**src/rtl/slotseq_pkg.sv**
```systemverilog
package slotseq_pkg;
    localparam int TMR_W  = 16;
    localparam int SLOT_W = 4;
    localparam int SPS_W  = SLOT_W + 1;
    localparam int SEC_W  = 8;

    typedef enum logic {
        REV_WAIT_IDX = 1'b0,
        REV_RUN      = 1'b1
    } rev_st_e;

    typedef enum logic [1:0] {
        SEC_IDLE      = 2'd0,
        SEC_SLOT      = 2'd1,
        SEC_CLOSE     = 2'd2,
        SEC_WAIT_MARK = 2'd3
    } sec_st_e;

    typedef struct packed {
        logic [SEC_W-1:0]  sector;
        logic [SLOT_W-1:0] slot;
    } slot_pos_t;

    // Highest slot index for a programmed slot count; 0 or oversize selects the full range.
    function automatic logic [SLOT_W-1:0] slot_limit(input logic [SPS_W-1:0] sps);
        if (sps == '0 || sps >= SPS_W'(2 ** SLOT_W))
            return '1;
        return SLOT_W'(sps - 1'b1);
    endfunction
endpackage

```
**src/rtl/seq_timer.sv**
```systemverilog
module seq_timer #(
    parameter int W = 16
) (
    input  logic         clk,
    input  logic         rst,
    input  logic         tick,
    input  logic         load,
    input  logic [W-1:0] load_val,
    output logic         expired
);
    logic [W-1:0] count;

    // Load is evaluated ahead of the decrement, so a state's reload wins.
    always_ff @(posedge clk) begin
        if (rst)
            count <= '0;
        else if (load)
            count <= load_val;
        else if (tick && count != '0)
            count <= count - 1'b1;
    end

    assign expired = (count == '0);

    assert_load_wins_R3: assert property (@(posedge clk) disable iff (rst)
        load |=> count == $past(load_val));
    assert_tick_step_R1: assert property (@(posedge clk) disable iff (rst)
        (!load && tick && count != '0) |=> count == W'($past(count) - 1'b1));
    assert_idle_hold_R1: assert property (@(posedge clk) disable iff (rst)
        (!load && !tick) |=> $stable(count));
    assert_no_wrap_R2: assert property (@(posedge clk) disable iff (rst)
        (!load && count == '0) |=> count == '0);
endmodule

```
**src/rtl/rev_seq.sv**
```systemverilog
module rev_seq
    import slotseq_pkg::*;
#(
    parameter int W = TMR_W
) (
    input  logic         clk,
    input  logic         rst,
    input  logic         tick,
    input  logic         index_pulse,
    input  logic [W-1:0] rev_len,
    output rev_st_e      state,
    output logic         rev_strobe,
    output logic         late_sync
);
    logic expired;

    seq_timer #(.W(W)) u_tmr (
        .clk      (clk),
        .rst      (rst),
        .tick     (tick),
        .load     (index_pulse),
        .load_val (rev_len),
        .expired  (expired)
    );

    always_ff @(posedge clk) begin
        if (rst) begin
            state      <= REV_WAIT_IDX;
            rev_strobe <= 1'b0;
            late_sync  <= 1'b0;
        end else begin
            rev_strobe <= index_pulse;
            late_sync  <= index_pulse && (state == REV_RUN);
            if (index_pulse)
                state <= REV_RUN;
            else if (state == REV_RUN && expired)
                state <= REV_WAIT_IDX;
        end
    end

    assert_early_index_flag_R10: assert property (@(posedge clk) disable iff (rst)
        (index_pulse && state == REV_RUN) |=> late_sync);
    assert_ontime_index_clean_R10: assert property (@(posedge clk) disable iff (rst)
        (index_pulse && state == REV_WAIT_IDX) |=> !late_sync);
    assert_run_holds_R6: assert property (@(posedge clk) disable iff (rst)
        (state == REV_RUN && !expired && !index_pulse) |=> state == REV_RUN);
    assert_park_holds_R6: assert property (@(posedge clk) disable iff (rst)
        (state == REV_WAIT_IDX && !index_pulse) |=> state == REV_WAIT_IDX);
    assert_strobe_on_start_R4: assert property (@(posedge clk) disable iff (rst)
        index_pulse |=> (rev_strobe && state == REV_RUN));
endmodule

```
**src/rtl/sec_seq.sv**
```systemverilog
module sec_seq
    import slotseq_pkg::*;
#(
    parameter int W = TMR_W
) (
    input  logic             clk,
    input  logic             rst,
    input  logic             tick,
    input  logic             start,
    input  logic             sector_mark,
    input  logic [W-1:0]     sec_len,
    input  logic [SPS_W-1:0] slots_per_sec,
    output sec_st_e          state,
    output slot_pos_t        pos,
    output logic             sec_strobe
);
    logic              expired;
    logic              restart;
    logic [SLOT_W-1:0] lim;

    assign restart = start || (sector_mark && state != SEC_IDLE);
    assign lim     = slot_limit(slots_per_sec);

    seq_timer #(.W(W)) u_tmr (
        .clk      (clk),
        .rst      (rst),
        .tick     (tick),
        .load     (restart),
        .load_val (sec_len),
        .expired  (expired)
    );

    always_ff @(posedge clk) begin
        if (rst) begin
            state      <= SEC_IDLE;
            pos        <= '0;
            sec_strobe <= 1'b0;
        end else begin
            sec_strobe <= restart;
            if (restart) begin
                state    <= SEC_SLOT;
                pos.slot <= '0;
                pos.sector <= start ? '0 : pos.sector + 1'b1;
            end else begin
                unique case (state)
                    SEC_SLOT: begin
                        if (expired)
                            state <= SEC_CLOSE;
                        else if (tick && pos.slot < lim)
                            pos.slot <= pos.slot + 1'b1;
                    end
                    SEC_CLOSE: state <= SEC_WAIT_MARK;
                    default: ;
                endcase
            end
        end
    end

    assert_restart_clears_R5: assert property (@(posedge clk) disable iff (rst)
        start |=> (state == SEC_SLOT && pos == '0 && sec_strobe));
    assert_slot_timed_R6: assert property (@(posedge clk) disable iff (rst)
        (state == SEC_SLOT && !restart && !expired) |=> state == SEC_SLOT);
    assert_close_chains_R7: assert property (@(posedge clk) disable iff (rst)
        (state == SEC_CLOSE && !restart) |=> state == SEC_WAIT_MARK);
    assert_slot_rises_only_R8: assert property (@(posedge clk) disable iff (rst)
        (state == SEC_SLOT && !restart) |=> pos.slot >= $past(pos.slot));
    assert_idle_ignores_mark_R9: assert property (@(posedge clk) disable iff (rst)
        (state == SEC_IDLE && !start) |=> (state == SEC_IDLE && !sec_strobe));
endmodule

```
**src/rtl/rev_slot_sequencer.sv**
```systemverilog
module rev_slot_sequencer
    import slotseq_pkg::*;
(
    input  logic              clk,
    input  logic              rst,
    input  logic              tick,
    input  logic              index_pulse,
    input  logic              sector_mark,
    input  logic [TMR_W-1:0]  rev_len,
    input  logic [TMR_W-1:0]  sec_len,
    input  logic [SPS_W-1:0]  slots_per_sec,
    output logic [SLOT_W-1:0] slot,
    output logic [SEC_W-1:0]  sector,
    output logic              rev_state,
    output logic [1:0]        sec_state,
    output logic              rev_strobe,
    output logic              sec_strobe,
    output logic              late_sync
);
    rev_st_e   rev_st;
    sec_st_e   sec_st;
    slot_pos_t pos;

    rev_seq #(.W(TMR_W)) u_rev (
        .clk         (clk),
        .rst         (rst),
        .tick        (tick),
        .index_pulse (index_pulse),
        .rev_len     (rev_len),
        .state       (rev_st),
        .rev_strobe  (rev_strobe),
        .late_sync   (late_sync)
    );

    // The parent accepts every index, so its acceptance is the child's sync point.
    sec_seq #(.W(TMR_W)) u_sec (
        .clk           (clk),
        .rst           (rst),
        .tick          (tick),
        .start         (index_pulse),
        .sector_mark   (sector_mark),
        .sec_len       (sec_len),
        .slots_per_sec (slots_per_sec),
        .state         (sec_st),
        .pos           (pos),
        .sec_strobe    (sec_strobe)
    );

    assign rev_state = rev_st;
    assign sec_state = sec_st;
    assign slot      = pos.slot;
    assign sector    = pos.sector;

    assert_reset_idle_R11: assert property (@(posedge clk)
        $past(rst) |-> (rev_state == 1'b0 && sec_state == 2'd0 && !rev_strobe && !sec_strobe));
endmodule

```
**config.mk**
```make
export PLATFORM = sky130hd
export DESIGN_NAME = rev_slot_sequencer
export DESIGN_NICKNAME = d
export VERILOG_FILES = /design/src/rtl/slotseq_pkg.sv /design/src/rtl/seq_timer.sv /design/src/rtl/rev_seq.sv /design/src/rtl/sec_seq.sv /design/src/rtl/rev_slot_sequencer.sv
export SDC_FILE = /design/constraint.sdc
export NUM_CORES = 1
export LEC_CHECK = 0
export BUFFER_PORTS_ARGS = -buffer_cell sky130_fd_sc_hd__buf_2
export CAP_MARGIN = 20
export CORE_MARGIN = 10
export CORE_UTILIZATION = 49
export CTS_BUF_LIST = sky130_fd_sc_hd__clkbuf_16
export DETAILED_ROUTE_END_ITERATION = 16
export PLACE_DENSITY = 0.73
export SYNTH_ARGS = -nofsm -noshare
export SYNTH_HDL_FRONTEND = slang
export SYNTH_SLANG_ARGS = --single-unit
```
**constraint.sdc**
```tcl
create_clock -name clk -period 2.48 [get_ports clk]
set_input_delay 0.496 -clock clk [delete_from_list [all_inputs] [get_ports clk]]
set_output_delay 0.496 -clock clk [all_outputs]
set_load 0.03 [all_outputs]
```
==> impl_metrics.env, run 1 <==
export IMPL_setup_ws_ns=0.218
export IMPL_cp_cell_sequence="inv_1 -> ha_1 -> or4b_2 -> nor4_4 -> nor2b_2 -> mux2_4 -> a211oi_2"
export IMPL_top_layer="met4"
export IMPL_drv_cap=0
export IMPL_hpwl_mm=5.10
export IMPL_htree_levels=2
export IMPL_die_w_um=96.0
export IMPL_grt_ovfl_total=0
export IMPL_final_nets=455
export IMPL_dr_wl_met2_mm=3.35
export IMPL_grt_max_degree=34
export IMPL_clkSlewWorstSetupHoldPaths_ns=0.06
export IMPL_drtPass1Iterations=4
export IMPL_r2r_cells=7
export IMPL_rsz0062_at_grt="false"
export IMPL_ios=60
export IMPL_drc_errors=0
export IMPL_yosys_area_share_adder_pct=5.75
export IMPL_vias_per_cell=5.62
export IMPL_place_gp_congestion=0.832
export IMPL_ys_async_sr_fraction_pct=0
export IMPL_fillers=526
export IMPL_avgSynthCellArea_sq_um=8.30
export IMPL_wl_met1_mm=2.98
export IMPL_synth_edf_count=0
export IMPL_fmax_mhz=442
export IMPL_yosysWarningCount=0
export IMPL_cp_start_kind="flop"
export IMPL_final_common_cell="buf_2"
export IMPL_cts_sinks=50
export IMPL_clk_latency_ns=0.29
export IMPL_maxSlewHeadroom_pct=57.4
export IMPL_post_cts_resized=0
export IMPL_period_share_pct=91.2
export IMPL_start_util_pct=51.1
export IMPL_ys_seq_area_share_pct=35.4
export IMPL_die_y_um=96.0
export IMPL_status="complete, no violations"
export IMPL_synthMuxAreaShare_pct=1.95
export IMPL_syn_cell_area_sq_mm=0.00283
export IMPL_grt_pass1_wl_mm=11.7
export IMPL_fin_tns_setup_ns=0
export IMPL_hp_class="primary input to flop"
export IMPL_final_hold_violation_count=0
export IMPL_final_cell_mix="buf_2, dfxtp_1, nor2_1"
export IMPL_core_area_sq_mm=0.00554
export IMPL_cpPeakStageDelay_ns=0.63
export IMPL_multi_input_area_sq_mm=0.00172
export IMPL_power_leakage_nw=1.39
export IMPL_numCtsBuffers=5
export IMPL_wl_per_cell_um=14.3
export IMPL_tritoncts="done"
export IMPL_syn_nets=396
export IMPL_layout_drive_gt1_share_pct=23.3
export IMPL_cts_setup_buffers=0
export IMPL_vias=2654
export IMPL_cts_path_max_buffers=2
export IMPL_synth_ff_type="dfxtp_1"
export IMPL_num_antenna_cells=0
export IMPL_tightest_slew_ns=0.630
export IMPL_synth_top_family_by_area="simple AND/OR/NAND/NOR gates"
export IMPL_power_density_mw_per_mm2=590
export IMPL_port_buffers=59
export IMPL_ys_ff_latch=50
export IMPL_area_growth_pct=19.3
export IMPL_grt_use_total_pct=15.2
export IMPL_path_class="flop to flop"
export IMPL_yosys_area_share_simple_pct=29.4
export IMPL_arrival_ns=2.47
export IMPL_cts_hold_buf=0
export IMPL_antenna_found_initial=0
export IMPL_synth_xor_area_share_pct=6.19
export IMPL_post_route_min_period_ns=2.26
export IMPL_pre_cts_ws_ns=0.0249
export IMPL_rows=27
export IMPL_finalWirelength_mm=6.77
export IMPL_setup_viol=0
export IMPL_syn_inst=341
export IMPL_hold_slack_ns=0.428
export IMPL_peakVddDrop_mv=0.378
export IMPL_skew_ns=0.00544
export IMPL_critPathMaxFanout=6
export IMPL_grt_pass1_vias=2645
export IMPL_slowest_stage="or4b_2"
export IMPL_cp_data_required_time_ns=2.69
export IMPL_critPathCaptureType="flop"
export IMPL_area_sequential_sq_mm=0.00100
export IMPL_drt_iter0_markers=81
export IMPL_maxSlewViolCount=0
export IMPL_cts_root_buf="clkbuf_16"
export IMPL_ys_types=59
export IMPL_final_antenna_net_count=0
export IMPL_synth_compound_area_share_pct=17.6
export IMPL_routed_wl_met3_um=369
export IMPL_die_area_sq_mm=0.00921
export IMPL_min_path_cells=3
registers in the layout, summed over array words and instances, names as in the netlist:
register	cells
u_rev.late_sync	1
u_rev.rev_strobe	1
u_rev.state	1
u_rev.u_tmr.count	16
u_sec.pos	12
u_sec.sec_strobe	1
u_sec.state	2
u_sec.u_tmr.count	16
area by class of cell:
class	count	share of cell area, %
clock inverters	2	0.445
flip-flops and latches	50	29.7
repair buffers	68	11.1
multi-input cells	263	51.1
clock buffers	5	3.71
well taps	72	2.67
inverters	12	1.33
cells in the mapped netlist, types with 4 or more instances:
cell type,number,area [sq um]
a21oi_1,14,70.1
nor4_1,4,25.0
clkbuf_1,15,56.3
xnor2_1,13,114
dfxtp_1,50,1000
and2_1,4,25.0
a31oi_1,5,31.3
nor3_1,17,85.1
xor2_1,7,61.3
a311oi_1,4,35.0
o21ai_0,16,80.1
or3_1,6,37.5
inv_1,11,41.3
mux2i_1,4,40.0
nor2_1,48,180
ha_1,13,163
a211oi_1,16,120
nand4_1,4,25.0
nand3_1,7,35.0
nand2_1,26,97.6
critical path, delay by kind of cell, from the launching register on:
kind | cells | cell delay [ns]
AND/OR/NAND/NOR | 3 | 1.07
multiplexers | 1 | 0.32
adder cells (fa/ha/maj) | 1 | 0.19
AO/OA/AOI/OAI | 1 | 0.20
buffers and inverters | 1 | 0.08
flip-flops | 1 | 0.33
worst paths after layout:
check / endpoint / from / slack, ns
max: u_sec.u_tmr.count[1] / u_sec.u_tmr.count[0] / 0.22
min: u_rev.u_tmr.count[1] / rev_len[1] / 0.43
min reg2reg: u_rev.late_sync / u_rev.state / 0.49
max reg2reg: u_sec.u_tmr.count[1] / u_sec.u_tmr.count[0] / 0.22
metrics by stage:
stage	std cells	util [%]	instance area [sq um]	total power, W
5_1_grt	472	60.9	3380	0.00209
6_report	472	60.9	3380	0.00199
3_3_place_gp	465	58.4	3240	0.00133
3_5_place_dp	465	58.4	3240	0.00134
2_1_floorplan	341	-	2830	0.00122
4_1_cts	472	60.9	3380	0.00200
logic make-up after synthesis:
group           after synthesis
buf+inv                      28
compound gates               74
xor+xnor                     20
mux                           5
simple gates                151
fa+ha+maj                    13
flops                        50
report_power, final:
group          internal (W)  total (W)  switching [W]
sequential         0.000857   0.000910      0.0000530
clock              0.000368   0.000665       0.000297
combinational      0.000185   0.000417       0.000232
total               0.00141    0.00199       0.000582
layer usage:
layer  global-route usage, %  vias to the layer above
li1                        -                     1346
met3                    4.44                        8
met4                    4.18                        0
met1                    17.9                     1251
met2                    26.1                       49
met5                       0                        -
(Power assumes the default switching activity.)
==> run 2, diff against run 1 <==
--- a/config.mk
+++ b/config.mk
@@ -7,6 +7,7 @@
 export LEC_CHECK = 0
 export BUFFER_PORTS_ARGS = -buffer_cell sky130_fd_sc_hd__buf_2
 export CAP_MARGIN = 20
+export CORE_ASPECT_RATIO = 0.75
 export CORE_MARGIN = 10
 export CORE_UTILIZATION = 49
 export CTS_BUF_LIST = sky130_fd_sc_hd__clkbuf_16
==> impl_metrics.env, run 2 (synthesis results as in run 1) <==
export IMPL_hp_class="primary input to flop"
export IMPL_utilization_pct=62.5
export IMPL_area_growth_pct=20.7
export IMPL_maxSlewViolCount=0
export IMPL_final_antenna_net_count=0
export IMPL_drtPass1Iterations=4
export IMPL_post_route_min_period_ns=2.27
export IMPL_grt_ovfl_total=0
export IMPL_cp_start_kind="flop"
export IMPL_path_class="flop to flop"
export IMPL_antenna_found_initial=0
export IMPL_drc_errors=0
export IMPL_power_leakage_nw=1.42
export IMPL_final_common_cell="buf_2"
export IMPL_crit_buf_inv=1
export IMPL_status="complete, no violations"
export IMPL_hp_start="sec_len[0]"
export IMPL_grt_use_total_pct=14.4
export IMPL_die_w_um=108
export IMPL_period_share_pct=91.6
export IMPL_die_area_sq_mm=0.00924
export IMPL_path_delay_family="simple AND/OR/NAND/NOR gates"
export IMPL_vias_per_cell=5.43
export IMPL_wl_per_cell_um=14.2
export IMPL_power_density_mw_per_mm2=641
export IMPL_drt_iter0_markers=89
export IMPL_tightest_slew_ns=0.566
export IMPL_final_nets=455
export IMPL_critPathCaptureType="flop"
export IMPL_final_cell_mix="buf_2, dfxtp_1, nor2_1"
export IMPL_core_area_sq_mm=0.00547
export IMPL_cp_cell_sequence="inv_1 -> ha_1 -> or4b_2 -> nor4_4 -> nor2b_2 -> mux2_4 -> a211oi_2"
export IMPL_final_instance_count_excl_fill=476
export IMPL_arrival_ns=2.48
export IMPL_critPathMaxFanout=6
export IMPL_drv_cap=0
export IMPL_r2r_cells=7
export IMPL_min_to="u_sec.u_tmr.count[0]"
export IMPL_cts_hold_buf=0
export IMPL_dp_cells=468
export IMPL_vias=2586
export IMPL_ff2ff_setup_slack_ns=0.21
export IMPL_clk_latency_ns=0.28
export IMPL_maxSlewHeadroom_pct=61.8
export IMPL_r2r_end="u_sec.u_tmr.count[1]"
export IMPL_setup_viol=0
export IMPL_grt_max_degree=34
export IMPL_place_gp_congestion=0.888
export IMPL_layout_drive_gt1_share_pct=23.2
export IMPL_cts_root_buf="clkbuf_16"
export IMPL_grt_pass1_vias=2443
export IMPL_cp_data_required_time_ns=2.69
export IMPL_clkSlewWorstSetupHoldPaths_ns=0.06
export IMPL_cts_path_max_buffers=2
export IMPL_final_hold_violation_count=0
export IMPL_port_buffers=59
export IMPL_tritoncts="done"
export IMPL_htree_levels=2
export IMPL_r2r_start="u_sec.u_tmr.count[0]"
export IMPL_peakVddDrop_mv=0.327
export IMPL_cts_setup_buffers=0
export IMPL_finalWirelength_mm=6.76
export IMPL_die_y_um=85.8
export IMPL_min_path_cells=3
export IMPL_fillers=515
export IMPL_numCtsBuffers=5
export IMPL_start_util_pct=51.7
export IMPL_num_antenna_cells=0
export IMPL_slowest_stage="or4b_2"
export IMPL_hpwl_mm=5.05
export IMPL_cts_sinks=50
export IMPL_grt_pass1_wl_mm=11.3
export IMPL_rows=23
export IMPL_fmax_mhz=440
export IMPL_post_cts_resized=0
export IMPL_cpPeakStageDelay_ns=0.63
export IMPL_rsz0062_at_grt="false"
export IMPL_skew_ns=0.00231
export IMPL_reg_largest_list="u_rev.u_tmr.count: 16 flops, u_sec.u_tmr.count: 16 flops, u_sec.pos: 12 flops"
export IMPL_ios=60
## run 2: worst min-delay path, cell delays in order
cell and delay [ns]:
buf_2 0.07, nand2_1 0.03, o21ai_0 0.05
## run 2: how the worst max path moves through the flow
stage	startpoint	end	slack, ns	depth (start not counted)
global route	u_sec.u_tmr.count[1]	u_sec.u_tmr.count[1]	0.05	7
CTS	u_sec.u_tmr.count[0]	u_sec.u_tmr.count[1]	0.19	7
detailed placement	slots_per_sec[0]	u_sec.pos[2]	-0.04	12
finish	u_sec.u_tmr.count[0]	u_sec.u_tmr.count[1]	0.21	7
global placement	slots_per_sec[0]	u_sec.pos[2]	0.09	12
floorplan	slots_per_sec[0]	u_sec.pos[2]	0.04	10
## run 2: power by group
part,internal (W),switching (W)
logic,0.000182,0.000230
registers,0.000857,0.0000533
clock network,0.000574,0.000293
total,0.00161,0.000577
## run 2: metal layers
layer  GRT usage, %  share of wire [%]
met5              0                  0
met1           18.4                 48
met3           4.63                6.1
met2           23.3                 46
met4           3.15               0.53
## run 2: layout make-up
type	instances	area (sq um)	area share (%)
Clock buffer	5	125	3.66
Clock inverter	3	63.8	1.87
Inverter	12	45.0	1.32
Multi-Input combinational cell	263	1720	50.5
Sequential cell	50	1000	29.3
Tap cell	75	93.8	2.75
Timing Repair Buffer	68	363	10.6
## run 2: metrics by stage
step	hold slack (ns)	setup TNS (ns)	power (W)	instance area [sq um]	setup WS, ns
6_report	0.406	0	0.00219	3420	0.208
3_5_place_dp	0.499	-0.0819	0.00134	3230	-0.0432
4_1_cts	0.406	0	0.00220	3420	0.191
2_1_floorplan	0.491	0	0.00122	2830	0.0435
3_3_place_gp	0.482	0	0.00133	3230	0.0878
5_1_grt	0.425	0	0.00230	3420	0.0518
==> run 3, diff against run 2 <==
--- a/config.mk
+++ b/config.mk
@@ -5,13 +5,15 @@
 export SDC_FILE = /design/constraint.sdc
 export NUM_CORES = 1
 export LEC_CHECK = 0
+export ABC_AREA = 1
 export BUFFER_PORTS_ARGS = -buffer_cell sky130_fd_sc_hd__buf_2
 export CAP_MARGIN = 20
 export CORE_ASPECT_RATIO = 0.75
 export CORE_MARGIN = 10
-export CORE_UTILIZATION = 49
+export CORE_UTILIZATION = 50
 export CTS_BUF_LIST = sky130_fd_sc_hd__clkbuf_16
 export DETAILED_ROUTE_END_ITERATION = 16
+export GPL_ROUTABILITY_DRIVEN = 1
 export PLACE_DENSITY = 0.73
 export SYNTH_ARGS = -nofsm -noshare
 export SYNTH_HDL_FRONTEND = slang
==> impl_metrics.env, run 3 <==
export IMPL_status="complete, no violations"
export IMPL_grt_max_degree=24
export IMPL_synth_largest_area_cell="dfxtp_1"
export IMPL_final_cell_mix="nand2_1, nor2_1, buf_2"
export IMPL_syn_nets=539
export IMPL_power_density_mw_per_mm2=598
export IMPL_setup_ws_ns=0.547
export IMPL_skew_ns=0.00432
export IMPL_final_hold_violation_count=0
export IMPL_die_y_um=89.1
export IMPL_arrival_ns=2.15
export IMPL_synthTopCellsByCount="nand2_1, nor2_1, dfxtp_1"
export IMPL_pre_cts_ws_ns=0.247
export IMPL_area_sequential_sq_mm=0.00100
export IMPL_cts_setup_buffers=0
export IMPL_place_gp_congestion=0.951
export IMPL_peakVddDrop_mv=0.254
export IMPL_drv_cap=0
export IMPL_grt_ovfl_total=0
export IMPL_die_area_sq_mm=0.00998
export IMPL_avgSynthCellArea_sq_um=6.57
export IMPL_tightest_slew_ns=0.659
export IMPL_power_leakage_nw=1.76
export IMPL_grt_pass1_vias=2887
export IMPL_vias_per_cell=5.16
export IMPL_power_total_w=0.00218
export IMPL_clk_latency_ns=0.29
export IMPL_tritoncts="done"
export IMPL_critPathCaptureType="flop"
export IMPL_maxSlewViolCount=0
export IMPL_yosysWarningCount=0
export IMPL_final_common_cell="nand2_1"
export IMPL_synth_area_leaders="dfxtp_1, nand2_1, nor2_1"
export IMPL_reg_largest_list="u_rev.u_tmr.count: 16 flops, u_sec.u_tmr.count: 16 flops, u_sec.pos: 12 flops"
export IMPL_grt_pass1_wl_mm=13.2
export IMPL_antenna_found_initial=0
export IMPL_drc_errors=0
export IMPL_synth_ff_type="dfxtp_1"
export IMPL_vias=3197
export IMPL_fmax_mhz=517
export IMPL_period_share_pct=78.0
export IMPL_setup_viol=0
export IMPL_cts_sinks=50
export IMPL_r2r_cells=9
export IMPL_cts_path_max_buffers=2
export IMPL_hpwl_mm=6.14
export IMPL_post_cts_resized=0
export IMPL_hold_slack_ns=0.411
export IMPL_cts_root_buf="clkbuf_16"
export IMPL_min_path_cells=3
export IMPL_drt_iter0_markers=236
export IMPL_syn_cell_area_sq_mm=0.00318
export IMPL_die_w_um=112
export IMPL_finalWirelength_mm=7.93
export IMPL_utilization_pct=58.6
export IMPL_core_area_sq_mm=0.00622
export IMPL_rows=25
export IMPL_wl_per_cell_um=12.8
export IMPL_synth_top_area_share_pct=31.5
export IMPL_rsz0062_at_grt="false"
export IMPL_maxSlewHeadroom_pct=55.9
export IMPL_syn_inst=484
export IMPL_final_antenna_net_count=0
export IMPL_clkSlewWorstSetupHoldPaths_ns=0.07
export IMPL_layout_drive_gt1_share_pct=16.7
export IMPL_cp_start_kind="primary input"
export IMPL_ys_async_sr_fraction_pct=0
export IMPL_yosysMostFrequentCell="nand2_1"
export IMPL_multi_input_area_sq_mm=0.00192
export IMPL_start_util_pct=51.1
export IMPL_final_nets=592
export IMPL_num_antenna_cells=0
export IMPL_hp_class="primary input to flop"
export IMPL_htree_levels=2
export IMPL_ys_types=35
export IMPL_numCtsBuffers=5
export IMPL_area_growth_pct=14.7
export IMPL_ios=60
export IMPL_fillers=608
export IMPL_synth_edf_count=0
export IMPL_critPathMaxFanout=5
export IMPL_fin_tns_setup_ns=0
export IMPL_post_route_min_period_ns=1.93
export IMPL_ys_ff_latch=50
export IMPL_cp_data_required_time_ns=2.70
export IMPL_path_class="primary input to flop"
export IMPL_drtPass1Iterations=5
export IMPL_port_buffers=59
export IMPL_cts_hold_buf=0
export IMPL_ys_seq_area_share_pct=31.5
export IMPL_grt_use_total_pct=15.8
## run 3: cell types whose count changed after synthesis, sizes merged, moves of 7 or more
cell,before,now
buf,1,10
a21oi,14,38
nor3,19,7
xnor2,13,4
or3,7,0
clkbuf,15,4
nand3,7,43
nand2,26,117
o21ai,16,39
a211oi,17,0
inv,11,48
nor2,48,76
## run 3: worst paths after layout
| path | from | endpoint | slack, ns |
|---|---|---|---|
| worst min-delay path | sec_len[0] | u_sec.u_tmr.count[0] | 0.41 |
| worst max-delay path | slots_per_sec[0] | u_sec.pos[1] | 0.55 |
| worst max register to register | u_sec.state[0] | u_sec.u_tmr.count[2] | 0.58 |
| worst min register to register | u_sec.pos[9] | u_sec.pos[10] | 0.47 |
## run 3: per-layer routing
layer / global-route usage, % / vias up / part of all wire [%]
li1: - / 1680 / -
met1: 21.9 / 1420 / 50
met2: 23.2 / 89 / 41
met3: 4.63 / 8 / 7.7
met4: 4.25 / 0 / 0.86
met5: 0 / - / 0
## run 3: cells by family (layout without fill, tap and decap cells)
kind of cell / after synthesis / in the layout / share of synthesized area (%)
and+or+nand+nor: 253 / 253 / 35.4
AOI/OAI and AO/OA: 89 / 89 / 14.9
buffers and inverters: 62 / 116 / 8.22
DFF: 50 / 50 / 31.5
adders and majority gates: 13 / 13 / 5.11
xor gates and xnor gates: 13 / 13 / 3.58
muxes: 4 / 4 / 1.26
## run 3: critical path, cell delays in order
cell and delay (ns):
buf_2 0.10, inv_1 0.05, ha_1 0.22, nand2_1 0.09, nand2_1 0.07, nor3_1 0.21, ha_1 0.27, nand2_1 0.07
nand3b_1 0.11, nor2_4 0.21, nand3_1 0.10, a21oi_1 0.16
## run 3: cell type report
| cell class | instances | share of cell area (%) |
|---|---|---|
| Multi-Input combinational cell | 372 | 52.6 |
| Sequential cell | 50 | 27.4 |
| Timing Repair Buffer | 60 | 8.30 |
| Inverter | 48 | 4.94 |
| Clock buffer | 5 | 3.43 |
| Tap cell | 81 | 2.78 |
| Clock inverter | 3 | 0.549 |
## run 3: stage by stage
stage               std cells  instance area [sq um]
CTS                       619                   3650
detailed placement        611                   3500
global placement          611                   3500
floorplan                 484                   3180
finish                    619                   3650
global route              619                   3650
## run 3: power breakdown
part | total [W] | internal (W) | switching (W)
logic | 0.000564 | 0.000209 | 0.000356
registers | 0.000926 | 0.000865 | 0.0000608
clock network | 0.000691 | 0.000375 | 0.000316
